`config.mk`:
```
export PLATFORM = sky130hd
export DESIGN_NAME = sgpio_led_serializer
export DESIGN_NICKNAME = d
export VERILOG_FILES = /design/src/rtl/led_ser_pkg.sv /design/src/rtl/led_pattern_store.sv /design/src/rtl/led_half_timer.sv /design/src/rtl/led_frame_engine.sv /design/src/rtl/sgpio_led_serializer.sv
export SDC_FILE = /design/constraint.sdc
export NUM_CORES = 1
export LEC_CHECK = 0
export ABC_AREA = 1
export BUFFER_PORTS_ARGS = -buffer_cell sky130_fd_sc_hd__buf_2
export CAP_MARGIN = 20
export CORE_ASPECT_RATIO = 0.75
export CORE_UTILIZATION = 35
export CTS_BUF_LIST = sky130_fd_sc_hd__clkbuf_4 sky130_fd_sc_hd__clkbuf_8 sky130_fd_sc_hd__clkbuf_16
export CTS_CLUSTER_SIZE = 16
export DETAILED_ROUTE_END_ITERATION = 10
export GPL_TIMING_DRIVEN = 0
export MAX_ROUTING_LAYER = met4
export PLACE_DENSITY_LB_ADDON = 0.08
export SLEW_MARGIN = 20
export SYNTH_ARGS = -nofsm -noshare
export SYNTH_HDL_FRONTEND = slang
export SYNTH_SLANG_ARGS = --single-unit
export TNS_END_PERCENT = 5
```
`constraint.sdc`:
```
create_clock -name clk -period 6.3 [get_ports clk]
set_input_delay 0.315 -clock clk [delete_from_list [all_inputs] [get_ports clk]]
set_output_delay 0.315 -clock clk [all_outputs]
set_load 0.005 [all_outputs]
```
`src/rtl/led_ser_pkg.sv`:
```
// Package: shared constants, LED bit bundle type and state-word decoder
// for the SGPIO LED serializer. Assumes a 32-bit message state word.
package led_ser_pkg;
    localparam int STATE_W    = 32;
    localparam int ACT_BIT_A  = 20;
    localparam int ACT_BIT_B  = 21;
    localparam int LOC_BIT    = 19;
    localparam int FLT_BIT    = 22;
    localparam int SLOT_LSB   = 8;
    localparam int SLOT_W     = 4;
    localparam int SLOT_LIMIT = 15;
    localparam int MAP_W      = 3;
    localparam int MAP_MAX    = 8;
    localparam int HALF_US    = 50;

    typedef struct packed {
        logic fault;
        logic locate;
        logic activity;
    } led_bits_t;

    typedef enum logic [1:0] {
        PH_IDLE = 2'd0,
        PH_HIGH = 2'd1,
        PH_LOW  = 2'd2
    } phase_e;

    // Turn a state word into the three LED bits of one drive.
    function automatic led_bits_t decode_state(input logic [STATE_W-1:0] s);
        led_bits_t b;
        b.activity = s[ACT_BIT_A] | s[ACT_BIT_B];
        b.locate   = s[LOC_BIT];
        b.fault    = s[FLT_BIT];
        return b;
    endfunction
endpackage

```
`src/rtl/led_pattern_store.sv`:
```
// Pattern store: validates incoming messages (slot field, port range) and
// rewrites the three LED bits at the remapped slot of the addressed port.
// Assumes at most MAP_MAX ports; slot indices >= NUM_PORTS fall outside the
// pattern and update nothing.
module led_pattern_store
    import led_ser_pkg::*;
#(
    parameter int NUM_PORTS = 4,
    parameter int PORT_W    = 2,
    localparam int PAT_W    = 3 * NUM_PORTS
) (
    input  logic                       clk,
    input  logic                       rst_n,
    input  logic                       msg_valid,
    input  logic [PORT_W-1:0]          msg_port,
    input  logic [STATE_W-1:0]         msg_state,
    input  logic [NUM_PORTS*MAP_W-1:0] slot_map,
    output logic [PAT_W-1:0]           pattern,
    output logic                       accept
);
    logic [SLOT_W-1:0] slot_field;
    logic [MAP_W-1:0]  tgt_slot;
    logic              port_ok;
    led_bits_t         new_bits;

    // Message qualification and slot lookup.
    always_comb begin
        slot_field = msg_state[SLOT_LSB +: SLOT_W];
        port_ok    = ({1'b0, msg_port} < (PORT_W+1)'(NUM_PORTS));
        accept     = msg_valid && port_ok && (int'(slot_field) < SLOT_LIMIT);
        tgt_slot   = slot_map[int'(msg_port)*MAP_W +: MAP_W];
        new_bits   = decode_state(msg_state);
    end

    // Pattern register: write the addressed slot on an accepted message.
    always_ff @(posedge clk) begin
        if (!rst_n) begin
            pattern <= '0;
        end else if (accept) begin
            for (int s = 0; s < NUM_PORTS; s++) begin
                if (tgt_slot == MAP_W'(s)) begin
                    pattern[3*s +: 3] <= new_bits;
                end
            end
        end
    end
endmodule

```
`src/rtl/led_half_timer.sv`:
```
// Half-period prescaler: while run is high, pulses tick once every HALF_CYC
// system clocks; cleared whenever run is low so each frame starts aligned.
module led_half_timer #(
    parameter int HALF_CYC = 10000,
    localparam int CNT_W   = (HALF_CYC > 1) ? $clog2(HALF_CYC) : 1
) (
    input  logic clk,
    input  logic rst_n,
    input  logic run,
    output logic tick
);
    logic [CNT_W-1:0] cnt_q;
    logic             at_end;

    // Terminal count detect.
    always_comb begin
        at_end = (cnt_q == CNT_W'(HALF_CYC - 1));
        tick   = run && at_end;
    end

    // Half-period counter.
    always_ff @(posedge clk) begin
        if (!rst_n || !run) begin
            cnt_q <= '0;
        end else if (at_end) begin
            cnt_q <= '0;
        end else begin
            cnt_q <= cnt_q + 1'b1;
        end
    end
endmodule

```
`src/rtl/led_frame_engine.sv`:
```
// Frame engine: on start, snapshots the pattern and padding counts, then
// plays pre clocks, one load clock, NBITS data clocks (LSB first) and post
// clocks. Each serial clock is one high and one low half-period, advanced by
// tick. Data changes only on the falling serial edge before its own clock.
module led_frame_engine
    import led_ser_pkg::*;
#(
    parameter int NBITS = 12,
    parameter int PAD_W = 8,
    localparam int IDX_W = $clog2(NBITS + 2) + PAD_W + 1
) (
    input  logic             clk,
    input  logic             rst_n,
    input  logic             start,
    input  logic [NBITS-1:0] pattern,
    input  logic [PAD_W-1:0] pre,
    input  logic [PAD_W-1:0] post,
    input  logic             tick,
    output logic             running,
    output logic             ser_clk,
    output logic             ser_load,
    output logic             ser_data
);
    phase_e           phase_q;
    logic [IDX_W-1:0] idx_q;
    logic [NBITS-1:0] shreg_q;
    logic [PAD_W-1:0] pre_q;
    logic [PAD_W-1:0] post_q;
    logic [IDX_W-1:0] pre_x;
    logic [IDX_W-1:0] last_x;
    logic             present_bit;

    // Frame position decode.
    always_comb begin
        running     = (phase_q != PH_IDLE);
        pre_x       = IDX_W'(pre_q);
        last_x      = pre_x + IDX_W'(post_q) + IDX_W'(NBITS);
        present_bit = (idx_q >= pre_x) && (idx_q < pre_x + IDX_W'(NBITS));
    end

    // Frame sequencer and serial line registers.
    always_ff @(posedge clk) begin
        if (!rst_n) begin
            phase_q  <= PH_IDLE;
            idx_q    <= '0;
            shreg_q  <= '0;
            pre_q    <= '0;
            post_q   <= '0;
            ser_clk  <= 1'b1;
            ser_load <= 1'b1;
            ser_data <= 1'b1;
        end else begin
            case (phase_q)
                PH_IDLE: begin
                    if (start) begin
                        phase_q  <= PH_HIGH;
                        idx_q    <= '0;
                        shreg_q  <= pattern;
                        pre_q    <= pre;
                        post_q   <= post;
                        ser_clk  <= 1'b1;
                        ser_load <= (pre == '0);
                    end
                end
                PH_HIGH: begin
                    if (tick) begin
                        phase_q <= PH_LOW;
                        ser_clk <= 1'b0;
                        if (present_bit) begin
                            ser_data <= shreg_q[0];
                            shreg_q  <= shreg_q >> 1;
                        end
                    end
                end
                PH_LOW: begin
                    if (tick) begin
                        if (idx_q == last_x) begin
                            phase_q  <= PH_IDLE;
                            ser_load <= 1'b0;
                        end else begin
                            phase_q  <= PH_HIGH;
                            idx_q    <= idx_q + 1'b1;
                            ser_clk  <= 1'b1;
                            ser_load <= ((idx_q + 1'b1) == pre_x);
                        end
                    end
                end
                default: phase_q <= PH_IDLE;
            endcase
        end
    end
endmodule

```
`src/rtl/sgpio_led_serializer.sv`:
```
// Top: SGPIO enclosure LED serializer. Accepts single-cycle LED messages,
// keeps the packed per-slot pattern, and plays one serial frame per burst of
// accepted messages. Assumes cfg_* inputs are static while busy is low and a
// frame is about to start; they are snapshotted at frame start.
module sgpio_led_serializer
    import led_ser_pkg::*;
#(
    parameter int NUM_PORTS   = 4,
    parameter int PAD_W       = 8,
    parameter int CLK_FREQ_HZ = 200_000_000,
    localparam int PORT_W     = (NUM_PORTS > 1) ? $clog2(NUM_PORTS) : 1
) (
    input  logic                       clk,
    input  logic                       rst_n,
    input  logic                       msg_valid,
    input  logic [PORT_W-1:0]          msg_port,
    input  logic [31:0]                msg_state,
    input  logic [PAD_W-1:0]           cfg_pre,
    input  logic [PAD_W-1:0]           cfg_post,
    input  logic [NUM_PORTS*MAP_W-1:0] cfg_slot_map,
    output logic                       busy,
    output logic                       ser_clk,
    output logic                       ser_load,
    output logic                       ser_data
);
    localparam int    NBITS    = 3 * NUM_PORTS;
    localparam longint HALF_RAW = (longint'(CLK_FREQ_HZ) * HALF_US) / 1_000_000;
    localparam int    HALF_CYC = (HALF_RAW < 1) ? 1 : int'(HALF_RAW);

    logic [NBITS-1:0] pattern;
    logic             accept;
    logic             pend_q;
    logic             start;
    logic             running;
    logic             tick;

    led_pattern_store #(
        .NUM_PORTS(NUM_PORTS),
        .PORT_W   (PORT_W)
    ) u_store (
        .clk      (clk),
        .rst_n    (rst_n),
        .msg_valid(msg_valid),
        .msg_port (msg_port),
        .msg_state(msg_state),
        .slot_map (cfg_slot_map),
        .pattern  (pattern),
        .accept   (accept)
    );

    // Frame launch: an owed frame starts once the engine is idle.
    always_comb begin
        start = pend_q && !running;
        busy  = running;
    end

    // Owed-frame flag: set by any accepted message, cleared on launch.
    always_ff @(posedge clk) begin
        if (!rst_n) begin
            pend_q <= 1'b0;
        end else begin
            pend_q <= accept | (pend_q & ~start);
        end
    end

    led_half_timer #(
        .HALF_CYC(HALF_CYC)
    ) u_timer (
        .clk  (clk),
        .rst_n(rst_n),
        .run  (running),
        .tick (tick)
    );

    led_frame_engine #(
        .NBITS(NBITS),
        .PAD_W(PAD_W)
    ) u_engine (
        .clk     (clk),
        .rst_n   (rst_n),
        .start   (start),
        .pattern (pattern),
        .pre     (cfg_pre),
        .post    (cfg_post),
        .tick    (tick),
        .running (running),
        .ser_clk (ser_clk),
        .ser_load(ser_load),
        .ser_data(ser_data)
    );
endmodule

```
==> results by group <==
Setup path
  – R2R cell count: 17
  – Worst path arrival time: 3540 ps
  – Worst path bufs/invs: 1
  – CP Class: reg -> reg
  – Crit end category: flip-flop
  – Cell Chain, Critical Path: ha_1 -> fa_1 -> xnor2_1 -> ha_1 -> xor2_1 -> nand4_1 -> nor2_1 -> nand3_1 -> a21oi_1 -> nand2_1 -> nor2_2 -> nand3_2 -> nand2_4 -> buf_6 -> nand2_1 -> nand2_1 -> nor2_1
  – Reg2Reg Setup Slack: 2990 ps
  – Most numerous cell on the critical path: nand2_1
  – Worst path slowest cell: fa_1
  – Crit path max fanout: 10
  – Max stage delay on crit path: 460 ps
  – Critical Path RT: around 6500 ps
  – CP Launch Type: flip-flop
  – Reg2Reg Launch Point: u_engine.pre_q[0]$_SDFFE_PN0P_
  – Worst reg2reg endpoint: u_engine.idx_q[8]$_SDFFE_PN0P_
  – CP delay by family, top: simple AND/OR/NAND/NOR gates

Floorplan
  – IO Pins: 69
  – Overall die area: 13,700 um^2
  – Total core area: between 10,000 and 15,000 um^2
  – Die X: approximately 130 um
  – Die height: between 100 and 150 um
  – Starting density of the core: 0.357
  – Row cnt: 36

Final layout
  – Fillers: 1,399
  – Layout cell share with drive strength beyond 1: 0.106
  – Ant. Diodes: 0
  – Layout area overhead: 15.6%
  – Net count reported at finish: between 800 and 900

Synth
  – Synthesis warning total: 0
  – Mapped cell area: 4630 um^2
  – Post-Syn Area per Cell: ~6.5 um^2
  – Sequential fraction of the synthesis area: 0.315
  – Number of synthesized register bits: 73
  – Synth cell types: 41
  – Syn Inst Count: 709
  – Mapped Nets: 802

Clock network
  – Post-CTS sizing: 0
  – CTS tree: done
  – Setup bufs post-CTS: 0
  – Clock tree buffer depth: 2
  – Hold_buf cts: 0
  – H-tree Lvls: 3
  – Clk_lat worst skew: ~340 ps
  – CTS sink count: 73
  – Num CTS Buffers: 9
  – Root Buffer: clkbuf_16
  – Clock Pin Slew Worst Setup and Hold Paths: about 60 ps

Timing
  – Endpoints failing hold: 0
  – Post-layout worst setup margin: 2990 ps
  – Setup TNS: 0 ps
  – Tcrit/Tclk final: 0.525
  – RSZ-0062 raised after global routing: no
  – Final worst path period need: 3310 ps
  – Max Slew Vio Count: 0
  – Fmax: 302 MHz
  – Slew headroom: 0.526
  – Clock Skew: 8.66 ps
  – Final setup vio count: 0
  – Slew @ Worst Pin: approximately 710 ps

Power
  – Switching share of power: 0.390
  – Sequential power share: 0.339
  – Tot Pwr: 1.67 mW
  – Int Pwr: ~1.0 mW
  – Pwr Density: 312 nW/um^2
  – Static Leak: 2.46 nW
  – Peak VDD IR: 0.000147 V
  – NetSw: roughly 650 uW
  – Clock network power share: 0.307
  – Logic gate share of total power: 0.354

Detailed routing
  – Initial drt markers: 285
  – DR WL/cell: 13.8 um
  – Vias: roughly 4,600
  – Via density: just under 5
  – DRC errors left: 0
  – WL final: 12,900 um
  – Router iterations before antenna repair: 5
  – Antenna-violating nets left: 0

Global routing
  – GRT Total Usage: 0.204
  – Antenna violations before repair: 0
  – Number of global-route vias before repair: 4,103
  – Largest net degree at the start of global routing: 14
  – Global-route wire length before repair: around 21,000 um
  – Remaining global-route overflow: 0

Placement
  – GPL Wtd Cong: 0.901
  – Place WS: 3010 ps
  – Input/output buffers: 43
  – Dpl hpwl: 10,300 um

Worst hold path
  – Worst hold path depth: 3
  – Hold Crit Start: cfg_post[6]
  – Hold endpoint: u_engine.post_q[6]$_SDFFE_PN0P_
  – Hold WC Path Type: in -> reg

Job
  – Number of max-cap violations: 0

Run status
  – Result of the run: finished clean
## layer usage
layer	wire, um	part of all wire	GRT usage	vias up
li1	-	-	-	2404
met1	7070	0.55	0.294	2070
met2	5000	0.39	0.287	108
met3	666	0.052	0.0355	14
met4	194	0.015	0.0519	0
met5	0	0	-	-
## through the flow
| stage | util | instance area (um^2) | std cells | hold slack (ps) |
|---|---|---|---|---|
| 3_5_place_dp | 0.390 | 5060 | 923 | 441 |
| 4_1_cts | 0.413 | 5360 | 938 | 192 |
| 5_1_grt | 0.413 | 5360 | 938 | 213 |
| 6_report | 0.413 | 5360 | 938 | 201 |
| 3_3_place_gp | 0.390 | 5060 | 923 | 432 |
| 2_1_floorplan | - | 4630 | 709 | 418 |
## how the worst max path moves through the flow
stage	startpoint	to	slack [ps]	depth (start not counted)
floorplan	u_engine.post_q[0]$_SDFFE_PN0P_	u_engine.idx_q[8]$_SDFFE_PN0P_	3590	17
global placement	u_engine.pre_q[0]$_SDFFE_PN0P_	u_engine.idx_q[9]$_SDFFE_PN0P_	3080	17
detailed placement	u_engine.pre_q[0]$_SDFFE_PN0P_	u_engine.idx_q[11]$_SDFFE_PN0P_	3010	17
CTS	u_engine.pre_q[0]$_SDFFE_PN0P_	u_engine.idx_q[11]$_SDFFE_PN0P_	2990	17
global route	u_engine.pre_q[0]$_SDFFE_PN0P_	u_engine.idx_q[8]$_SDFFE_PN0P_	2660	17
finish	u_engine.pre_q[0]$_SDFFE_PN0P_	u_engine.idx_q[8]$_SDFFE_PN0P_	2990	17
## power groups by stage
stage / Combinational [mW] / Clock (mW) / Sequential (mW)
after floorplan: 0.436 / 0 / 0.556
after global placement: 0.573 / 0 / 0.576
after detailed placement: 0.582 / 0 / 0.578
after CTS: 0.586 / 0.528 / 0.567
after global routing: 0.675 / 0.547 / 0.575
final: 0.592 / 0.514 / 0.568
## logic make-up after synthesis
logic type	synth area share
compound gates	0.118
xor+xnor	0.0472
fa+ha+maj	0.0772
buf+inv	0.0877
flops	0.315
simple gates	0.355
## synthesized netlist by cell type (all sizes together)
library cell | number | area (um^2)
nand2 | 168 | 653
ha | 27 | 338
nand3 | 47 | 250
buf | 4 | 30.0
a21oi | 41 | 205
nor2 | 128 | 493
o31ai | 2 | 15.0
a21o | 2 | 15.0
a31o | 1 | 8.76
fa | 1 | 20.0
xor2 | 22 | 193
a32oi | 2 | 17.5
nand4 | 15 | 93.8
xnor2 | 3 | 26.3
dfxtp | 73 | 1460
o21a | 1 | 7.51
o21ai | 35 | 175
nor3 | 8 | 40.0
a41oi | 1 | 8.76
nor4 | 5 | 31.3
and2 | 1 | 6.26
nand3b | 4 | 33.8
o221ai | 1 | 8.76
o211ai | 2 | 15.0
inv | 86 | 323
a2111oi | 1 | 8.76
or2 | 2 | 12.5
nor3b | 4 | 30.0
o21bai | 5 | 37.5
a211oi | 3 | 22.5
clkbuf | 14 | 53.8
## layout by cell type, fill, tap and decap left out, types with 5 or more instances in the layout
cell / count
a21oi_1: 41
buf_2: 43
clkbuf_1: 13
clkbuf_16: 9
dfxtp_1: 73
ha_1: 27
inv_1: 83
nand2_1: 161
nand2_2: 6
nand3_1: 44
nand4_1: 15
nor2_1: 125
nor3_1: 8
nor4_1: 5
o21ai_0: 34
o21bai_1: 5
xor2_1: 22
## flip-flops by register name, indices dropped and copies added, names as in the netlist
signal	flops
u_timer.cnt_q	14
u_engine.idx_q	13
u_engine.shreg_q	12
u_store.pattern	12
u_engine.post_q	8
u_engine.pre_q	8
u_engine.phase_q	2
pend_q	1
u_engine.ser_clk	1
u_engine.ser_data	1
u_engine.ser_load	1
## layout make-up
cell class | count | area [um^2] | share of cell area
multi-input combinational | 532 | 2770 | 0.516
sequential | 73 | 1460 | 0.273
inverter | 86 | 323 | 0.0603
clock buffer | 9 | 225 | 0.0420
timing repair buffer | 43 | 215 | 0.0402
tap | 171 | 214 | 0.0399
buffer | 18 | 83.8 | 0.0156
clock inverter | 6 | 68.8 | 0.0128
## worst reg2reg max path: stages (launching register included)
cell	delay [ps]
dfxtp_1	340
ha_1	230
fa_1	460
xnor2_1	330
ha_1	300
xor2_1	140
nand4_1	100
nor2_1	120
nand3_1	160
a21oi_1	160
nand2_1	70
nor2_2	120
nand3_2	160
nand2_4	170
buf_6	180
nand2_1	70
nand2_1	60
nor2_1	40
Note: power is estimated with default switching activity, not from simulation.
